File: src/rtl/eth_csr_pkg.sv
package eth_csr_pkg;
   // word indices whose behaviour differs from plain storage
   localparam int RXPTR_IDX  = 3;
   localparam int TXPTR_IDX  = 4;
   localparam int STATUS_IDX = 5;
   localparam int MODE_IDX   = 6;
   localparam int MISS_IDX   = 8;

   // mode word bit positions
   localparam int MODE_RX_BIT = 1;
   localparam int MODE_PR_BIT = 6;
   localparam int MODE_TX_BIT = 13;

   // status word layout
   localparam int STAT_TX_FLAG = 0;
   localparam int STAT_RX_FLAG = 6;
   localparam int STAT_RS_LSB  = 17;
   localparam int STAT_TS_LSB  = 20;
   localparam logic [2:0] STAT_RUN = 3'd3;

   typedef enum logic [1:0] {
      ACC_NONE  = 2'd0,
      ACC_READ  = 2'd1,
      ACC_WRITE = 2'd2
   } acc_kind_e;
endpackage

File: src/rtl/eth_csr_decode.sv
module eth_csr_decode #(
   parameter int OFF_W    = 8,
   parameter int NUM_REGS = 16,
   parameter int STRIDE   = 8,
   localparam int STRIDE_LG = $clog2(STRIDE),
   localparam int IDX_W     = $clog2(NUM_REGS),
   localparam int FULL_W    = OFF_W - STRIDE_LG
) (
   input  logic [OFF_W-1:0] offset,
   output logic [IDX_W-1:0] idx,
   output logic             hit
);
   initial begin
      assert ((1 << STRIDE_LG) == STRIDE) else $fatal(1, "STRIDE must be a power of two");
      assert (FULL_W >= IDX_W) else $fatal(1, "OFF_W too narrow for NUM_REGS");
   end

   logic [FULL_W-1:0] idx_full;
   logic              aligned;

   assign idx_full = offset[OFF_W-1:STRIDE_LG];

   generate
      if (STRIDE_LG > 0) begin : g_align
         assign aligned = (offset[STRIDE_LG-1:0] == '0);
      end else begin : g_noalign
         assign aligned = 1'b1;
      end
   endgenerate

   assign hit = aligned && (32'(idx_full) < 32'(NUM_REGS));
   assign idx = idx_full[IDX_W-1:0];
endmodule

File: src/rtl/eth_csr_word.sv
module eth_csr_word #(
   parameter int DATA_W      = 32,
   parameter bit CLR_ON_READ = 1'b0
) (
   input  logic              clk,
   input  logic              rst_n,
   input  logic              wr_en,
   input  logic              rd_en,
   input  logic [DATA_W-1:0] wdata,
   output logic [DATA_W-1:0] q
);
   generate
      if (CLR_ON_READ) begin : g_clr
         always_ff @(posedge clk or negedge rst_n) begin
            if (!rst_n)     q <= '0;
            else if (wr_en) q <= wdata;
            else if (rd_en) q <= '0;
         end
         // a read empties the stored count
         p_clear_on_read_r7: assert property (@(posedge clk) disable iff (!rst_n)
            (rd_en && !wr_en) |=> (q == '0));
      end else begin : g_plain
         always_ff @(posedge clk or negedge rst_n) begin
            if (!rst_n)     q <= '0;
            else if (wr_en) q <= wdata;
         end
      end
   endgenerate
endmodule

File: src/rtl/eth_csr_status.sv
module eth_csr_status (
   input  logic clk,
   input  logic rst_n,
   input  logic set_tx,
   input  logic set_rx,
   input  logic clr_tx,
   input  logic clr_rx,
   output logic tx_flag,
   output logic rx_flag
);
   always_ff @(posedge clk or negedge rst_n) begin
      if (!rst_n) begin
         tx_flag <= 1'b0;
         rx_flag <= 1'b0;
      end else begin
         // an event arriving with a clear is kept (set wins)
         if (set_tx)      tx_flag <= 1'b1;
         else if (clr_tx) tx_flag <= 1'b0;
         if (set_rx)      rx_flag <= 1'b1;
         else if (clr_rx) rx_flag <= 1'b0;
      end
   end

   p_set_wins_tx_r6: assert property (@(posedge clk) disable iff (!rst_n)
      set_tx |=> tx_flag);
   p_set_wins_rx_r6: assert property (@(posedge clk) disable iff (!rst_n)
      set_rx |=> rx_flag);
   p_clear_tx_r6: assert property (@(posedge clk) disable iff (!rst_n)
      (clr_tx && !set_tx) |=> !tx_flag);
   p_clear_rx_r6: assert property (@(posedge clk) disable iff (!rst_n)
      (clr_rx && !set_rx) |=> !rx_flag);
endmodule

File: src/rtl/eth_csr_file.sv
module eth_csr_file
   import eth_csr_pkg::*;
#(
   parameter int DATA_W   = 32,
   parameter int OFF_W    = 8,
   parameter int NUM_REGS = 16,
   parameter int STRIDE   = 8,
   localparam int IDX_W   = $clog2(NUM_REGS)
) (
   input  logic              clk,
   input  logic              rst_n,
   input  logic              acc_valid,
   input  logic              acc_write,
   input  logic [OFF_W-1:0]  acc_offset,
   input  logic [DATA_W-1:0] acc_wdata,
   output logic [DATA_W-1:0] rd_data,
   output logic              acc_err,
   input  logic              tx_done,
   input  logic              rx_done,
   output logic              rx_enable,
   output logic              tx_enable,
   output logic              promisc_enable,
   output logic [DATA_W-1:0] rx_desc_ptr,
   output logic [DATA_W-1:0] tx_desc_ptr
);
   initial begin
      assert (DATA_W >= STAT_TS_LSB + 3) else $fatal(1, "DATA_W too narrow for status layout");
      assert (NUM_REGS > MISS_IDX) else $fatal(1, "NUM_REGS too small");
   end

   logic [IDX_W-1:0] idx;
   logic             hit;
   acc_kind_e        kind;
   logic             wr_ok, rd_ok;

   eth_csr_decode #(.OFF_W(OFF_W), .NUM_REGS(NUM_REGS), .STRIDE(STRIDE)) u_dec (
      .offset(acc_offset), .idx(idx), .hit(hit));

   always_comb begin
      if (!acc_valid)     kind = ACC_NONE;
      else if (acc_write) kind = ACC_WRITE;
      else                kind = ACC_READ;
   end

   assign wr_ok = (kind == ACC_WRITE) && hit;
   assign rd_ok = (kind == ACC_READ) && hit;

   // word storage; the status index holds no image
   logic [NUM_REGS-1:0][DATA_W-1:0] words;

   generate
      for (genvar i = 0; i < NUM_REGS; i++) begin : g_word
         if (i == STATUS_IDX) begin : g_stat
            assign words[i] = '0;
         end else begin : g_store
            eth_csr_word #(.DATA_W(DATA_W), .CLR_ON_READ(i == MISS_IDX)) u_word (
               .clk   (clk),
               .rst_n (rst_n),
               .wr_en (wr_ok && (32'(idx) == i)),
               .rd_en (rd_ok && (32'(idx) == i)),
               .wdata (acc_wdata),
               .q     (words[i]));
         end
      end
   endgenerate

   // status flags
   logic tx_flag, rx_flag;
   logic stat_wr;
   assign stat_wr = wr_ok && (32'(idx) == STATUS_IDX);

   eth_csr_status u_stat (
      .clk     (clk),
      .rst_n   (rst_n),
      .set_tx  (tx_done),
      .set_rx  (rx_done),
      .clr_tx  (stat_wr && acc_wdata[STAT_TX_FLAG]),
      .clr_rx  (stat_wr && acc_wdata[STAT_RX_FLAG]),
      .tx_flag (tx_flag),
      .rx_flag (rx_flag));

   // mode controls
   assign rx_enable      = words[MODE_IDX][MODE_RX_BIT];
   assign tx_enable      = words[MODE_IDX][MODE_TX_BIT];
   assign promisc_enable = words[MODE_IDX][MODE_PR_BIT];

   // status built at read time
   logic [DATA_W-1:0] stat_view;
   always_comb begin
      stat_view = '0;
      if (rx_enable) stat_view[STAT_RS_LSB +: 3] = STAT_RUN;
      if (tx_enable) stat_view[STAT_TS_LSB +: 3] = STAT_RUN;
      stat_view[STAT_TX_FLAG] = tx_flag;
      stat_view[STAT_RX_FLAG] = rx_flag;
   end

   logic [DATA_W-1:0] rd_mux;
   always_comb begin
      if (!hit)                           rd_mux = '0;
      else if (32'(idx) == STATUS_IDX)    rd_mux = stat_view;
      else if (32'(idx) == MISS_IDX)      rd_mux = '0;
      else                                rd_mux = words[idx];
   end

   always_ff @(posedge clk or negedge rst_n) begin
      if (!rst_n) begin
         rd_data <= '0;
         acc_err <= 1'b0;
      end else begin
         acc_err <= (kind != ACC_NONE) && !hit;
         if (kind == ACC_READ) rd_data <= rd_mux;
      end
   end

   // descriptor pointers, loaded alongside their words
   always_ff @(posedge clk or negedge rst_n) begin
      if (!rst_n) begin
         rx_desc_ptr <= '0;
         tx_desc_ptr <= '0;
      end else if (wr_ok) begin
         if (32'(idx) == RXPTR_IDX) rx_desc_ptr <= acc_wdata;
         if (32'(idx) == TXPTR_IDX) tx_desc_ptr <= acc_wdata;
      end
   end

   p_err_after_access_r2: assert property (@(posedge clk) disable iff (!rst_n)
      acc_err |-> $past(acc_valid));
   p_bad_write_no_effect_r2: assert property (@(posedge clk) disable iff (!rst_n)
      (acc_valid && acc_write && !hit) |=>
         ($stable(rx_desc_ptr) && $stable(tx_desc_ptr) && $stable(words)));
   p_rxptr_load_r8: assert property (@(posedge clk) disable iff (!rst_n)
      (wr_ok && 32'(idx) == RXPTR_IDX) |=> (rx_desc_ptr == $past(acc_wdata)));
   p_txptr_load_r8: assert property (@(posedge clk) disable iff (!rst_n)
      (wr_ok && 32'(idx) == TXPTR_IDX) |=> (tx_desc_ptr == $past(acc_wdata)));
   p_rd_hold_r9: assert property (@(posedge clk) disable iff (!rst_n)
      !(acc_valid && !acc_write) |=> $stable(rd_data));
endmodule

File: config.mk
export PLATFORM = sky130hd
export DESIGN_NAME = eth_csr_file
export DESIGN_NICKNAME = d
export VERILOG_FILES = /design/src/rtl/eth_csr_pkg.sv /design/src/rtl/eth_csr_decode.sv /design/src/rtl/eth_csr_word.sv /design/src/rtl/eth_csr_status.sv /design/src/rtl/eth_csr_file.sv
export SDC_FILE = /design/constraint.sdc
export NUM_CORES = 1
export LEC_CHECK = 0
export BUFFER_PORTS_ARGS = -buffer_cell sky130_fd_sc_hd__buf_4
export CAP_MARGIN = 20
export CORE_MARGIN = 1
export CORE_UTILIZATION = 50
export CTS_BUF_LIST = sky130_fd_sc_hd__clkbuf_4 sky130_fd_sc_hd__clkbuf_8
export CTS_CLUSTER_SIZE = 25
export DETAILED_ROUTE_END_ITERATION = 10
export GPL_ROUTABILITY_DRIVEN = 0
export MAX_ROUTING_LAYER = met4
export PLACE_DENSITY = 0.68
export SLEW_MARGIN = 20
export SYNTH_ARGS = -nofsm -noshare
export SYNTH_HDL_FRONTEND = slang
export SYNTH_SLANG_ARGS = --single-unit
File: constraint.sdc
create_clock -name clk -period 3.2 [get_ports clk]
set_input_delay 0.48 -clock clk [delete_from_list [all_inputs] [get_ports clk]]
set_output_delay 0.48 -clock clk [all_outputs]
set_load 0.01 [all_outputs]
### Yosys cells after proc, flatten, opt, wreduce, memory -nomap -nowiden

Cells that the tools add are included.

| storage, ports and cells | value |
|---|---|
| register bits | 579 |
| bits in latches | 0 |
| memory bits (writable) | 0 |
| memory bits (read-only) | 0 |
| input bits | 46 |
| output and inout port bits | 100 |
| logic and storage cells | 87 |
| memories kept | 0 |

| cells by class | value |
|---|---|
| add/sub/neg operators | 0 |
| multipliers | 0 |
| divide/modulo/power cells | 0 |
| $lt $le $gt $ge | 2 |
| equal/unequal tests | 17 |
| shift operators | 0 |
| mux-type cells | 15 |
| bitwise logic cells | 0 |
| reduce and logical (&&, ||, !) cells | 32 |

Operators by type and width:

| cell | number |
|---|---|
| $mux W32 | 6 |
| $bmux W32 S4 | 1 |
| $eq A4 B4 Y1 const B | 8 |
| $logic_and A1 B1 Y1 | 23 |
| $eq A4 B3 Y1 const B | 4 |
| $eq A4 B2 Y1 const B | 2 |
| $mux W2 | 4 |
| $reduce_bool A2 Y1 | 4 |
| $lt A4 B5 Y1 const B | 1 |
| $lt A5 B5 Y1 const B | 1 |
| $eq A4 B1 Y1 const B | 1 |
| $logic_not A4 Y1 | 1 |
| $mux W1 | 4 |
| $reduce_and A2 Y1 | 2 |
| $logic_not A3 Y1 | 1 |
| $eq A2 B1 Y1 const B | 1 |
| $eq A2 B2 Y1 const B | 1 |
| $logic_not A1 Y1 | 1 |

### Logic depth before layout (Yosys ltp)

Gate-level depths: netlist of the first run.

| depth | value |
|---|---|
| depth in word-level cells | 8 |
| gate-level depth with buffers | 8 |
| mapped depth without buffers | 4 |

### Cells and area by module

A second synthesis of the first run with hierarchy kept.

| second synthesis, totals | value |
|---|---|
| cells, all modules | 1693 |
| area, all modules | 27963.1 sq um |

By module, submodules not included:

| module | times used | cells each | area each (sq um) | sequential area each (sq um) |
|---|---|---|---|---|
| eth_csr_word at g_word[0].g_store.u_word ... | 14 | 68 | 1345.0 | 800.8 |
| eth_csr_file | 1 | 658 | 7843.8 | 2427.3 |
| eth_csr_word at g_word[8].g_store.u_word | 1 | 72 | 1173.6 | 800.8 |
| eth_csr_status | 1 | 6 | 72.6 | 50.0 |
| eth_csr_decode | 1 | 5 | 42.5 | 0.0 |

### Worst setup path after synthesis of the first run

Ideal clock, no wire load.

| timing | value |
|---|---|
| path kind | in2reg |
| from | in acc_offset[7] |
| to | reg g_word[1].g_store.u_word.q[10] |
| library setup time | 125 ps |
| arrival time | 1927 ps |
| required time | 3075 ps |
| path slack | 1149 ps |
| stages | 6 |
| path buffers | 2 |
| cell sequence | nor4_2 buf_4 nand4_2 nor3_4 buf_6 mux2_2 |

| on the way | value |
|---|---|
| cells in the longest elaborated chain, start to end | 4 |

Ends and longest elaborated chain:

| what | line | text |
|---|---|---|
| start, declared | eth_csr_file.sv:14 | `input logic [OFF_W-1:0] acc_offset,` |
| $lt A5 B5 Y1 | eth_csr_decode.sv:31 | `assign hit = aligned && (32'(idx_full) < 32'(NUM_REGS));` |
| $logic_and A1 B1 Y1 | eth_csr_decode.sv:31 |  |
| $logic_and A1 B1 Y1 | eth_csr_file.sv:45 | `assign wr_ok = (kind == ACC_WRITE) && hit;` |
| $logic_and A1 B1 Y1 | eth_csr_file.sv:59 | `.wr_en (wr_ok && (32'(idx) == i)),` |
| end signal, assigned | eth_csr_word.sv:25 | `else if (wr_en) q <= wdata;` |
| end, declared | eth_csr_word.sv:10 | `output logic [DATA_W-1:0] q` |

Every way passes these cells.
A chain may end at the register's enable or synchronous reset.

### Worst setup path after layout of the first run

| timing | value |
|---|---|
| from | in acc_offset[3] |
| to | reg g_word[4].g_store.u_word.q[24] |

| on the way | value |
|---|---|
| cells in the longest elaborated chain, start to end | 4 |
| elaborated cells on any way between the ends | 5 |
| those cells by class | order compare: 1; eq/ne: 1; reduce/logical: 3 |

Ends and longest elaborated chain:

| what | line |
|---|---|
| $lt A5 B5 Y1 | eth_csr_decode.sv:31 |
| $logic_and A1 B1 Y1 | eth_csr_decode.sv:31 |
| $logic_and A1 B1 Y1 | eth_csr_file.sv:45 |
| $logic_and A1 B1 Y1 (*) | eth_csr_file.sv:59 |
| end signal, assigned | eth_csr_word.sv:25 |
| end, declared | eth_csr_word.sv:10 |

Every way passes the cells marked *; elsewhere a longest branch is shown, timed or not.

==> key figures, run 1 <==
Clock tree
  • Setup bufs post-CTS: 0
  • Inserted Clock Buffers: 86
  • Hold-fix buffers, CTS: 3
  • # H-tree levels: 3
  • Clock-pin slew on the worst setup and hold paths: about 0.060 ns
  • CTS tree: done
  • Post-CTS sizing: 0
  • Clk_lat worst skew: approximately 0.64 ns
  • Sinks on Clock Net: slightly above 500
  • CTS Buffer Depth: 3
  • Clock Tree Root: clkbuf_8

Detailed routing
  • Starting DRT DRC Count: ~920
  • Antenna viol nets, final: 0
  • Max Used Layer: met4
  • DR vias/cell: 5.948
  • WL/cell: approximately 24 µm
  • Met3 routed WL: approximately 3.1 mm
  • Routed met1 length: roughly 25 mm
  • 1st-pass router iterations: 5
  • Via count: 13823
  • Met2 WL: 27.03 mm
  • Wirelength, routed: around 57 mm
  • Drt drc: 0

Timing
  • Slew @ Worst Pin: 0.9296 ns
  • RSZ-0062 raised after global routing: no
  • Relative slew slack: 0.3803
  • Final setup viols: 0
  • Final TNS setup: 0 ns
  • Fin crit period: about 2 ns
  • Fmax: 496.7 MHz
  • Max Slew Vio Count: 0
  • Final worst slack: 1.187 ns
  • Final Cycle Share: 0.6291
  • Skew final: between 0.015 and 0.02 ns
  • Fin. Hold Viols: 0

GRT
  • GRT Total Usage: 0.2600
  • Initial antenna violation count: 2
  • Vias in the first global route: ~15000
  • First-pass GRT wire length: between 80 and 90 mm
  • Grt total ovfl: 0
  • Largest net degree at the start of global routing: ~100

Final layout
  • Synth-to-Final Area Change: 15.76%
  • Area of the multi-input gates: 9548 µm²
  • Nets: 1708
  • Final Util: 0.5880
  • Fillers: between 3000 and 4000
  • Share of cells above drive strength 1: 0.5139
  • Register area: 12790 µm²

Pwr
  • P per Cell Area: slightly above 500 nW/µm²
  • Pleak: between 10 and 15 nW
  • Tot Pwr: around 14 mW
  • Peak VDD IR: ~0.00031 V

Floorplanning
  • Core ar.: ~45000 µm²
  • Initial core utilization: 0.5080
  • Die span in y: ~220 µm
  • Ports: about 150
  • Die width: approximately 220 µm
  • Rows: about 80
  • Die Area: roughly 47000 µm²

Critical path
  • R2r startpoint: g_word[3].g_store.u_word.q[21]$_DFFE_PN0P_
  • Worst reg2reg setup slack: 1.60 ns
  • Worst-path maximum fanout: 30
  • R2R Path End: rd_data[21]$_DFFE_PN0N_
  • Largest stage delay, worst path: 0.46 ns
  • Nature of the critical path endpoint: flip-flop
  • Crit path DAT: 2.54 ns
  • WP data required: 3.72 ns
  • CP cell instances: clkbuf_8 > nor2_1 > nand4_4 > nor2_4 > buf_4 > mux2_2
  • CP top delay family: simple AND/OR/NAND/NOR gates
  • Critical Path Source: acc_offset[3]
  • Crit-path slowest cell: nor2_4
  • Setup crit start kind: input pin
  • Stages on worst setup path: 6
  • Reg2reg path depth: 4
  • Crit path buffers/inverters: 2
  • Crit path kind: input pin to flip-flop

Synth
  • Top post-synthesis cells by area: dfrtp_1, mux2_2, mux4_2
  • Top_reg_cell synth: dfrtp_1
  • Ys async rst share: 1.000
  • Mean post-synth cell area: 15.32 µm²
  • Sequential share of the synthesized area: 0.5547
  • Mapped Area: roughly 23000 µm²
  • Synth top area share: 0.5547
  • Top-count cell post-synth: dfrtp_1
  • Top post-synthesis cells by count: dfrtp_1, mux2_2, mux4_2
  • YS warnings: 0
  • Synth Register Bits: around 510
  • Number of synthesized flops with an enable pin: 0
  • Yosys top cell by area: dfrtp_1
  • Post-Syn Nets: 1551
  • Yosys cell types: 38
  • Post-synthesis cell count: 1505

Min path
  • HP Start: acc_wdata[3]
  • Worst Hold Depth: 2
  • HP Class: input pin to flip-flop
  • Worst Hold End: g_word[8].g_store.u_word.q[3]$_DFFE_PN0P_

Place
  • Port bufs: between 100 and 150
  • Pre-CTS WS: 0.5482 ns
  • Post-DP HPWL: 34.56 mm

Run
  • Number of max-cap violations: 0

Run status
  • Status: completed
==> cell type report <==
type | count | area share
timing repair buffer | 209 | 0.06677
clock inverter | 5 | 0.001032
antenna | 2 | 0.0001876
tap | 600 | 0.02813
clock buffer | 143 | 0.06672
multi-input combinational | 853 | 0.3578
inverter | 1 | 0.0001407
sequential | 511 | 0.4792
==> sequential cells by signal (all words and copies together) (netlist names) <==
name,flops
g_word.g_store.u_word.q,476
acc_err,1
u_stat.rx_flag,1
rd_data,32
u_stat.tx_flag,1
==> metrics by stage <==
stage	cell area, µm²	std cells	hold slack [ns]
CTS	26680	2322	0.1112
detailed placement	24840	2171	0.4705
finish	26680	2324	0.1700
global route	26680	2324	0.1604
floorplan	23050	1505	0.1844
global placement	24840	2171	0.4629
==> power breakdown <==
group / total [mW] / leakage [nW] / internal (mW) / switching, mW
clock network: 6.02 / 0.966 / 3.48 / 2.55
registers: 6.73 / 7.08 / 6.63 / 0.0970
logic: 0.875 / 4.99 / 0.375 / 0.500
==> cells in the final DEF, fill, tap and decap left out, types with 30 or more instances in the layout <==
cell / instances
a22o_1: 32
buf_4: 188
clkbuf_4: 30
clkbuf_8: 114
dfrtp_1: 511
mux2_1: 31
mux2_2: 421
mux2i_1: 68
mux4_2: 88
nand2b_1: 33
o21ai_0: 56
==> routing by layer <==
layer / GRT usage / vias up
met1: 0.3577 / 7380
met4: 0.08592 / 0
met2: 0.3926 / 389
met5: - / -
met3: 0.04632 / 86
li1: - / 5968
==> worst max-delay path by stage <==
| stage | end | slack [ns] |
|---|---|---|
| 6_report | g_word[4].g_store.u_word.q[24]$_DFFE_PN0P_ | 1.19 |
| 5_1_grt | g_word[4].g_store.u_word.q[28]$_DFFE_PN0P_ | 1.12 |
| 4_1_cts | g_word[4].g_store.u_word.q[28]$_DFFE_PN0P_ | 1.25 |
| 3_5_place_dp | g_word[4].g_store.u_word.q[28]$_DFFE_PN0P_ | 0.55 |
| 3_3_place_gp | g_word[4].g_store.u_word.q[25]$_DFFE_PN0P_ | 0.61 |
| 2_1_floorplan | g_word[1].g_store.u_word.q[10]$_DFFE_PN0P_ | 1.15 |
==> kinds of logic after synthesis <==
kind of cell	after synthesis	synth area share
muxes	608	0.3363
DFF	511	0.5547
AOI/OAI and AO/OA	171	0.05178
buffers and inverters	141	0.03376
and+or+nand+nor	74	0.02345
(Power assumes the default switching activity.)
==> run 2, diff against run 1 <==
Clock period 3.2 ns to 1.95 ns, I/O delays scaled along.
==> run 2 against run 1 <==
  * Die area did not move
  * Cell area is 3.8% higher
  * Clock power grew 68%
  * Sequential share of layout area decreased by 1.8 points
  * Count of clock-buffer cells in the layout rose by 2
  * Global-route usage increased by 0.24 points
  * Flip-flop and latch count stayed put
  * Setup slack lost 0.95 ns
  * Core utilization rose by 2.3 points
==> key figures, run 2 (synthesized netlist as in run 1, its figures left out) <==
Place
  • Port bufs: 145 (unchanged)
  • Area of placed instances: 25470 µm² (was 24840 µm²)
  • Post-DP HPWL: 36.08 mm (was 34.56 mm)
  • Pre-CTS WS: -0.1782 ns (was 0.5482 ns)

Final layout
  • Largest register FFs: 476 (unchanged)
  • Fillers: 3518 (was 3574)
  • Synth-to-Final Area Change: 20.20% (was 15.76%)
  • Final Instance Area: 27710 µm² (was 26680 µm²)
  • Register area: 12790 µm² (unchanged)
  • Share of cells above drive strength 1: 0.5167 (was 0.5139)
  • Area of the multi-input gates: 9548 µm² (unchanged)
  • Reg with most FFs: g_word.g_store.u_word.q (unchanged)
  • Biggest regs: g_word.g_store.u_word.q (476), rd_data (32) (unchanged)
  • Nets: 1778 (was 1708)
  • Most common cell after layout, fill and taps aside: dfrtp_1 (unchanged)
  • Most frequent cells in the layout: dfrtp_1, mux2_2, buf_4 (unchanged)

Detailed routing
  • Antenna viol nets, final: 0 (unchanged)
  • DR vias/cell: 5.867 (was 5.948)
  • 1st-pass router iterations: 5 (unchanged)
  • Drt drc: 0 (unchanged)
  • Wirelength, routed: 57.35 mm (was 56.86 mm)
  • Starting DRT DRC Count: 800 (was 922)
  • WL/cell: 23.87 µm (was 24.47 µm)
  • Via count: 14092 (was 13823)

Critical path
  • Worst reg2reg setup slack: 0.33 ns (was 1.60 ns)
  • Largest stage delay, worst path: 0.58 ns (was 0.46 ns)
  • Setup crit start kind: input pin (unchanged)
  • R2R Path End: rd_data[21]$_DFFE_PN0N_ (unchanged)
  • CP cell instances: dlygate4sd3_1 > buf_4 > nand4_2 > nor3_4 > buf_4 > mux2_2 (was clkbuf_8 > nor2_1 > nand4_4 > nor2_4 > buf_4 > mux2_2)
  • CP top delay family: buffers and inverters (was simple AND/OR/NAND/NOR gates)
  • Crit path kind: input pin to flip-flop (unchanged)
  • Worst-path maximum fanout: 9 (was 30)
  • Crit path DAT: 2.23 ns (was 2.54 ns)
  • CP dominant cell by count: buf_4
  • WP data required: 2.47 ns (was 3.72 ns)
  • Reg2reg path depth: 4 (unchanged)
  • R2r startpoint: g_word[3].g_store.u_word.q[21]$_DFFE_PN0P_ (unchanged)
  • Crit path buffers/inverters: 3 (was 2)
  • Nature of the critical path endpoint: flip-flop (unchanged)
  • Crit-path slowest cell: dlygate4sd3_1 (was nor2_4)

Run status
  • Status: completed (unchanged)

Clock tree
  • Clock Tree Root: clkbuf_8 (unchanged)
  • CTS tree: done (unchanged)
  • CTS Buffer Depth: 3 (unchanged)
  • Clk_lat worst skew: 0.64 ns (about the same)
  • Post-CTS sizing: 0 (unchanged)
  • Inserted Clock Buffers: 86 (unchanged)
  • Clock-pin slew on the worst setup and hold paths: 0.06 ns (about the same)
  • # H-tree levels: 3 (unchanged)
  • Sinks on Clock Net: 511 (unchanged)

Timing
  • Final worst slack: 0.2412 ns (was 1.187 ns)
  • Fmax: 585.2 MHz
  • Fin crit period: ~1.7 ns
  • Final setup viols: 0 (unchanged)
  • Max Slew Vio Count: 0 (unchanged)
  • Final Cycle Share: 0.8763
  • Fin. Hold Viols: 0 (unchanged)
  • Relative slew slack: 0.6683 (was 0.3803)
  • Slew @ Worst Pin: 0.4976 ns (was 0.9296 ns)
  • RSZ-0062 raised after global routing: no (unchanged)
  • Skew final: 0.01599 ns (was 0.01641 ns)

GRT
  • Initial antenna violation count: 2 (unchanged)
  • GRT Total Usage: 0.2624 (was 0.2600)
  • Largest net degree at the start of global routing: 90 (was 101)
  • Grt total ovfl: 0 (unchanged)
  • Vias in the first global route: 15102 (was 14515)
  • First-pass GRT wire length: 90.80 mm (was 89.21 mm)

Pwr
  • Sw Ratio: 0.2317 (was 0.2308)
  • Clock power frac: 0.444 (was 0.442)
  • Sequential fraction of design power: 0.487 (was 0.494)
  • Pleak: 13.50 nW (was 13.04 nW)
  • P per Cell Area: 818.2 nW/µm² (was 510.7 nW/µm²)
  • Peak VDD IR: 0.0005538 V (was 0.0003128 V)
  • Psw: 5.254 mW (was 3.144 mW)
  • Pint: 17.42 mW (was 10.48 mW)
  • Combinational share of power: 0.069 (was 0.064)

Floorplanning
  • Die width: 216.7 µm (unchanged)
  • Rows: 78 (unchanged)
  • Die span in y: 216.7 µm (unchanged)
  • Initial core utilization: 0.5080 (unchanged)
  • Die Area: 46970 µm² (unchanged)
  • Ports: 146 (unchanged)
  • Core ar.: 45380 µm² (unchanged)

Min path
  • Worst Hold End: acc_err$_DFF_PN0_ (was g_word[8].g_store.u_word.q[3]$_DFFE_PN0P_)
  • Worst Hold Depth: 4 (was 2)
  • HP Class: input pin to flip-flop (unchanged)
  • HP Start: acc_offset[0] (was acc_wdata[3])

Run
  • Number of max-cap violations: 0 (unchanged)
-- run 2: worst max path at each step --
stage | start | endpoint | slack [ns] | cells past startpoint
6_report | acc_valid | g_word[1].g_store.u_word.q[28]$_DFFE_PN0P_ | 0.24 | 6
5_1_grt | acc_valid | g_word[1].g_store.u_word.q[28]$_DFFE_PN0P_ | 0.25 | 6
4_1_cts | g_word[6].g_store.u_word.q[1]$_DFFE_PN0P_ | rx_enable | 0.23 | 1
3_5_place_dp | acc_offset[7] | g_word[1].g_store.u_word.q[28]$_DFFE_PN0P_ | -0.18 | 7
3_3_place_gp | acc_offset[7] | g_word[1].g_store.u_word.q[13]$_DFFE_PN0P_ | -0.15 | 7
2_1_floorplan | acc_offset[7] | g_word[1].g_store.u_word.q[10]$_DFFE_PN0P_ | 0.09 | 6
-- run 2: worst reg2reg max path: stages (launching register included) --
cell	delay [ns]
dfrtp_1	0.45
mux4_2	0.49
nor2_1	0.15
a211oi_1	0.08
a311o_1	0.33
-- run 2: power by group through the flow --
stage	registers (mW)	logic, mW	clock network [mW]
6_report	11.0	1.56	10.1
5_1_grt	11.1	1.70	10.8
4_1_cts	11.0	1.58	10.3
3_5_place_dp	11.2	1.52	0
3_3_place_gp	11.2	1.49	0
2_1_floorplan	11.2	0.784	0
-- run 2: stage by stage --
stage               TNS, ns  utilization  hold slack (ns)  power (mW)  std cells
floorplan                 0            -        -0.003091       11.98       1505
global placement     -41.10       0.5612           0.1809       12.70       2208
detailed placement   -41.32       0.5612           0.1829       12.75       2208
CTS                       0       0.6105          0.03120       22.95       2400
global route              0       0.6106          0.07135       23.60       2402
finish                    0       0.6106          0.08256       22.67       2402
-- run 2: final cells by class --
cell class	instances	share of cell area
clock inverter	11	0.002393
sequential	511	0.4615
antenna	2	0.0001806
clock buffer	145	0.06525
inverter	1	0.0001355
multi-input combinational	853	0.3446
tap	600	0.02709
timing repair buffer	279	0.09889
-- run 2: per-layer routing --
| layer | up-vias | track usage | part of all wire |
|---|---|---|---|
| met5 | - | - | 0 |
| met4 | 0 | 0.08779 | 0.024 |
| met3 | 84 | 0.04870 | 0.053 |
| met2 | 366 | 0.3963 | 0.48 |
| met1 | 7542 | 0.3591 | 0.45 |
| li1 | 6100 | - | - |
-- run 2: what timing repair did --
| item | CTS | global route |
|---|---|---|
| buffers inserted | 0 | 0 |
| hold endpoints to repair | 912 | 0 |
| setup endpoints to repair | 0 | 0 |
| hold buffers | 36 | 0 |
==> run 3, diff against run 2 <==
Clock period 1.95 ns to 1.6 ns, I/O delays scaled along.
==> run 3 against run 2 <==
  * Clock skew increased by 0.0012 ns
  * Routed wire length increased by 2.9%
  * Hold slack improved by 0.013 ns
  * Critical path depth decreased by 5
  * Sequential power increased by 23%
  * Non-clock buffer count increased by 40
  * Clock power increased by 23%
  * Flip-flop and latch count unchanged
  * Largest power group unchanged
==> key figures, run 3 (synthesized netlist as in run 1, its figures left out) <==
Run status
  • Status: completed (unchanged)

Critical path
  • CP top delay family: flip-flops (was buffers and inverters)
  • Worst-path maximum fanout: 2 (was 9)
  • CP cell instances: buf_4 (was dlygate4sd3_1 > buf_4 > nand4_2 > nor3_4 > buf_4 > mux2_2)
  • Nature of the critical path endpoint: primary output (was flip-flop)
  • Crit path DAT: 1.32 ns (was 2.23 ns)
  • Crit path kind: flip-flop to primary output (was input pin to flip-flop)
  • Largest stage delay, worst path: 0.48 ns (was 0.58 ns)
  • Crit-path slowest cell: dfrtp_1 (was dlygate4sd3_1)
  • Crit path buffers/inverters: 1 (was 3)
  • Worst reg2reg setup slack: 0.04 ns (was 0.33 ns)
  • Setup crit start kind: flip-flop (was input pin)
  • WP data required: 1.36 ns (was 2.47 ns)

Pwr
  • Peak VDD IR: 0.0006156 V (was 0.0005538 V)
  • P per Cell Area: 988.0 nW/µm² (was 818.2 nW/µm²)
  • Pleak: 13.70 nW (was 13.50 nW)

Clock tree
  • Clock Tree Root: clkbuf_8 (unchanged)
  • Clk_lat worst skew: 0.66 ns (was 0.64 ns)
  • CTS tree: done (unchanged)
  • Sinks on Clock Net: 511 (unchanged)
  • # H-tree levels: 3 (unchanged)
  • CTS Buffer Depth: 3 (unchanged)
  • Clock-pin slew on the worst setup and hold paths: 0.06 ns (about the same)
  • Inserted Clock Buffers: 86 (unchanged)

Final layout
  • Final Instance Area: 28170 µm² (was 27710 µm²)
  • Nets: 1818 (was 1778)
  • Largest register FFs: 476 (unchanged)
  • Non-Filler Instances: 2441 (was 2402)
  • Most frequent cells in the layout: dfrtp_1, mux2_2, buf_4 (unchanged)
  • Reg with most FFs: g_word.g_store.u_word.q (unchanged)
  • Biggest regs: g_word.g_store.u_word.q (476), rd_data (32) (unchanged)
  • Share of cells above drive strength 1: 0.5285 (was 0.5167)
  • Fillers: 3436 (was 3518)
  • Synth-to-Final Area Change: 22.22% (was 20.20%)
  • Most common cell after layout, fill and taps aside: dfrtp_1 (unchanged)

Min path
  • HP Class: input pin to asynchronous set/reset pin (was input pin to flip-flop)

Timing
  • Fmax: around 640 MHz
  • Skew final: 0.01720 ns (was 0.01599 ns)
  • WHS: 0.09514 ns (was 0.08256 ns)
  • Max Slew Vio Count: 0 (unchanged)
  • RSZ-0062 raised after global routing: yes (was no)
  • Fin. Hold Viols: 0 (unchanged)
  • Relative slew slack: 0.6953 (was 0.6683)
  • Slew @ Worst Pin: 0.4571 ns (was 0.4976 ns)
  • Fin crit period: 1.561 ns
  • Final Cycle Share: 0.9759
  • Final setup viols: 0 (unchanged)

Floorplanning
  • Die Area: 46970 µm² (unchanged)
  • Die width: 216.7 µm (unchanged)
  • Rows: 78 (unchanged)
  • Initial core utilization: 0.5080 (unchanged)
  • Die span in y: 216.7 µm (unchanged)
  • Ports: 146 (unchanged)
  • Core ar.: 45380 µm² (unchanged)

Detailed routing
  • Antenna viol nets, final: 0 (unchanged)
  • WL/cell: 24.18 µm (was 23.87 µm)
  • Via count: 14329 (was 14092)
  • Starting DRT DRC Count: 967 (was 800)
  • Drt drc: 0 (unchanged)
  • Wirelength, routed: 59.03 mm (was 57.35 mm)
  • 1st-pass router iterations: 4 (was 5)
  • DR vias/cell: 5.870 (was 5.867)

GRT
  • GRT Total Usage: 0.2704 (was 0.2624)
  • Met2 Use GR: 0.4158 (was 0.3963)
  • Vias in the first global route: 15323 (was 15102)
  • Largest net degree at the start of global routing: 74 (was 90)
  • Grt total ovfl: 0 (unchanged)
  • Layer with the highest usage: met2 (unchanged)
  • Initial antenna violation count: 2 (unchanged)
  • Met1 Use GR: 0.3707 (was 0.3591)
  • First-pass GRT wire length: 93.18 mm (was 90.80 mm)
  • Grt met3 use: 0.04702 (was 0.04870)

Run
  • Number of max-cap violations: 0 (unchanged)

Place
  • Port bufs: 145 (unchanged)
  • Area of placed instances: 25890 µm² (was 25470 µm²)
  • Post-DP HPWL: 38.62 mm (was 36.08 mm)
  • Dpl cells: 2244 (was 2208)
==> run 3: cell count changes in the layout (fill, tap and decap cells not counted), moves of 4 or more <==
cell / delta
buf_12: +4
buf_4: +28
buf_6: +4
clkbuf_8: -10
clkinv_2: +5
mux2_2: -18
mux2_4: +21
==> run 3: final timing paths <==
kind / cells after the start / from / endpoint
max in group asynchronous: 4 / rst_n / g_word[4].g_store.u_word.q[15]$_DFFE_PN0P_
max: 1 / rd_data[21]$_DFFE_PN0N_ / rd_data[21]
max reg2reg: 5 / g_word[3].g_store.u_word.q[21]$_DFFE_PN0P_ / rd_data[21]$_DFFE_PN0N_
min: 2 / rst_n / g_word[1].g_store.u_word.q[31]$_DFFE_PN0P_
min in group clk: 3 / acc_valid / acc_err$_DFF_PN0_
min reg2reg: 1 / g_word[15].g_store.u_word.q[14]$_DFFE_PN0P_ / g_word[15].g_store.u_word.q[14]$_DFFE_PN0P_
==> run 3: through the flow <==
stage | setup TNS [ns] | total power, mW | setup slack (ns) | utilization
2_1_floorplan | -51.07 | 14.61 | -0.1484 | -
6_report | 0 | 27.84 | 0.03854 | 0.6208
3_5_place_dp | -202.03 | 15.63 | -0.4869 | 0.5705
5_1_grt | -0.02765 | 28.93 | -0.02468 | 0.6208
4_1_cts | 0 | 28.15 | 0.0001361 | 0.6206
3_3_place_gp | -195.11 | 15.58 | -0.4680 | 0.5705
==> run 3: layout make-up <==
class,count,area [µm²],area share
clock inverters,20,188.9,0.006706
flip-flops and latches,511,12790,0.4540
repair buffers,319,3118,0.1107
inverters,1,3.754,0.0001332
well taps,600,750.7,0.02665
diodes,2,5.005,0.0001776
multi-input cells,853,9647,0.3424
clock buffers,135,1670,0.05929
==> run 3: worst reg2reg max path, delay by kind of cell (launching register included) <==
family | cells | cell delay, ns
muxes | 1 | 0.45
DFF | 1 | 0.40
AOI/OAI and AO/OA | 2 | 0.34
buffers and inverters | 1 | 0.14
and+or+nand+nor | 1 | 0.12
==> run 3: timing repair <==
action                                  in CTS  in global routing
hold buffers                                40                  0
endpoints found under the setup margin       5                  4
pin swaps                                    0                  2
gates resized for setup                      6                  2
buffers inserted                             1                  0
endpoints found under the hold margin      835                  0
==> run 3: routing by layer <==
| metal | vias to the layer above | wire length [µm] |
|---|---|---|
| li1 | 6200 | - |
| met1 | 7695 | 26790 |
| met2 | 327 | 28450 |
| met3 | 107 | 2520 |
| met4 | 0 | 1271 |
| met5 | - | 0 |
==> run 3: where the power goes <==
| part | switching, mW | total [mW] | internal, mW |
|---|---|---|---|
| clock | 5.25 | 12.4 | 7.12 |
| sequential | 0.195 | 13.5 | 13.3 |
| combinational | 1.06 | 2.00 | 0.942 |
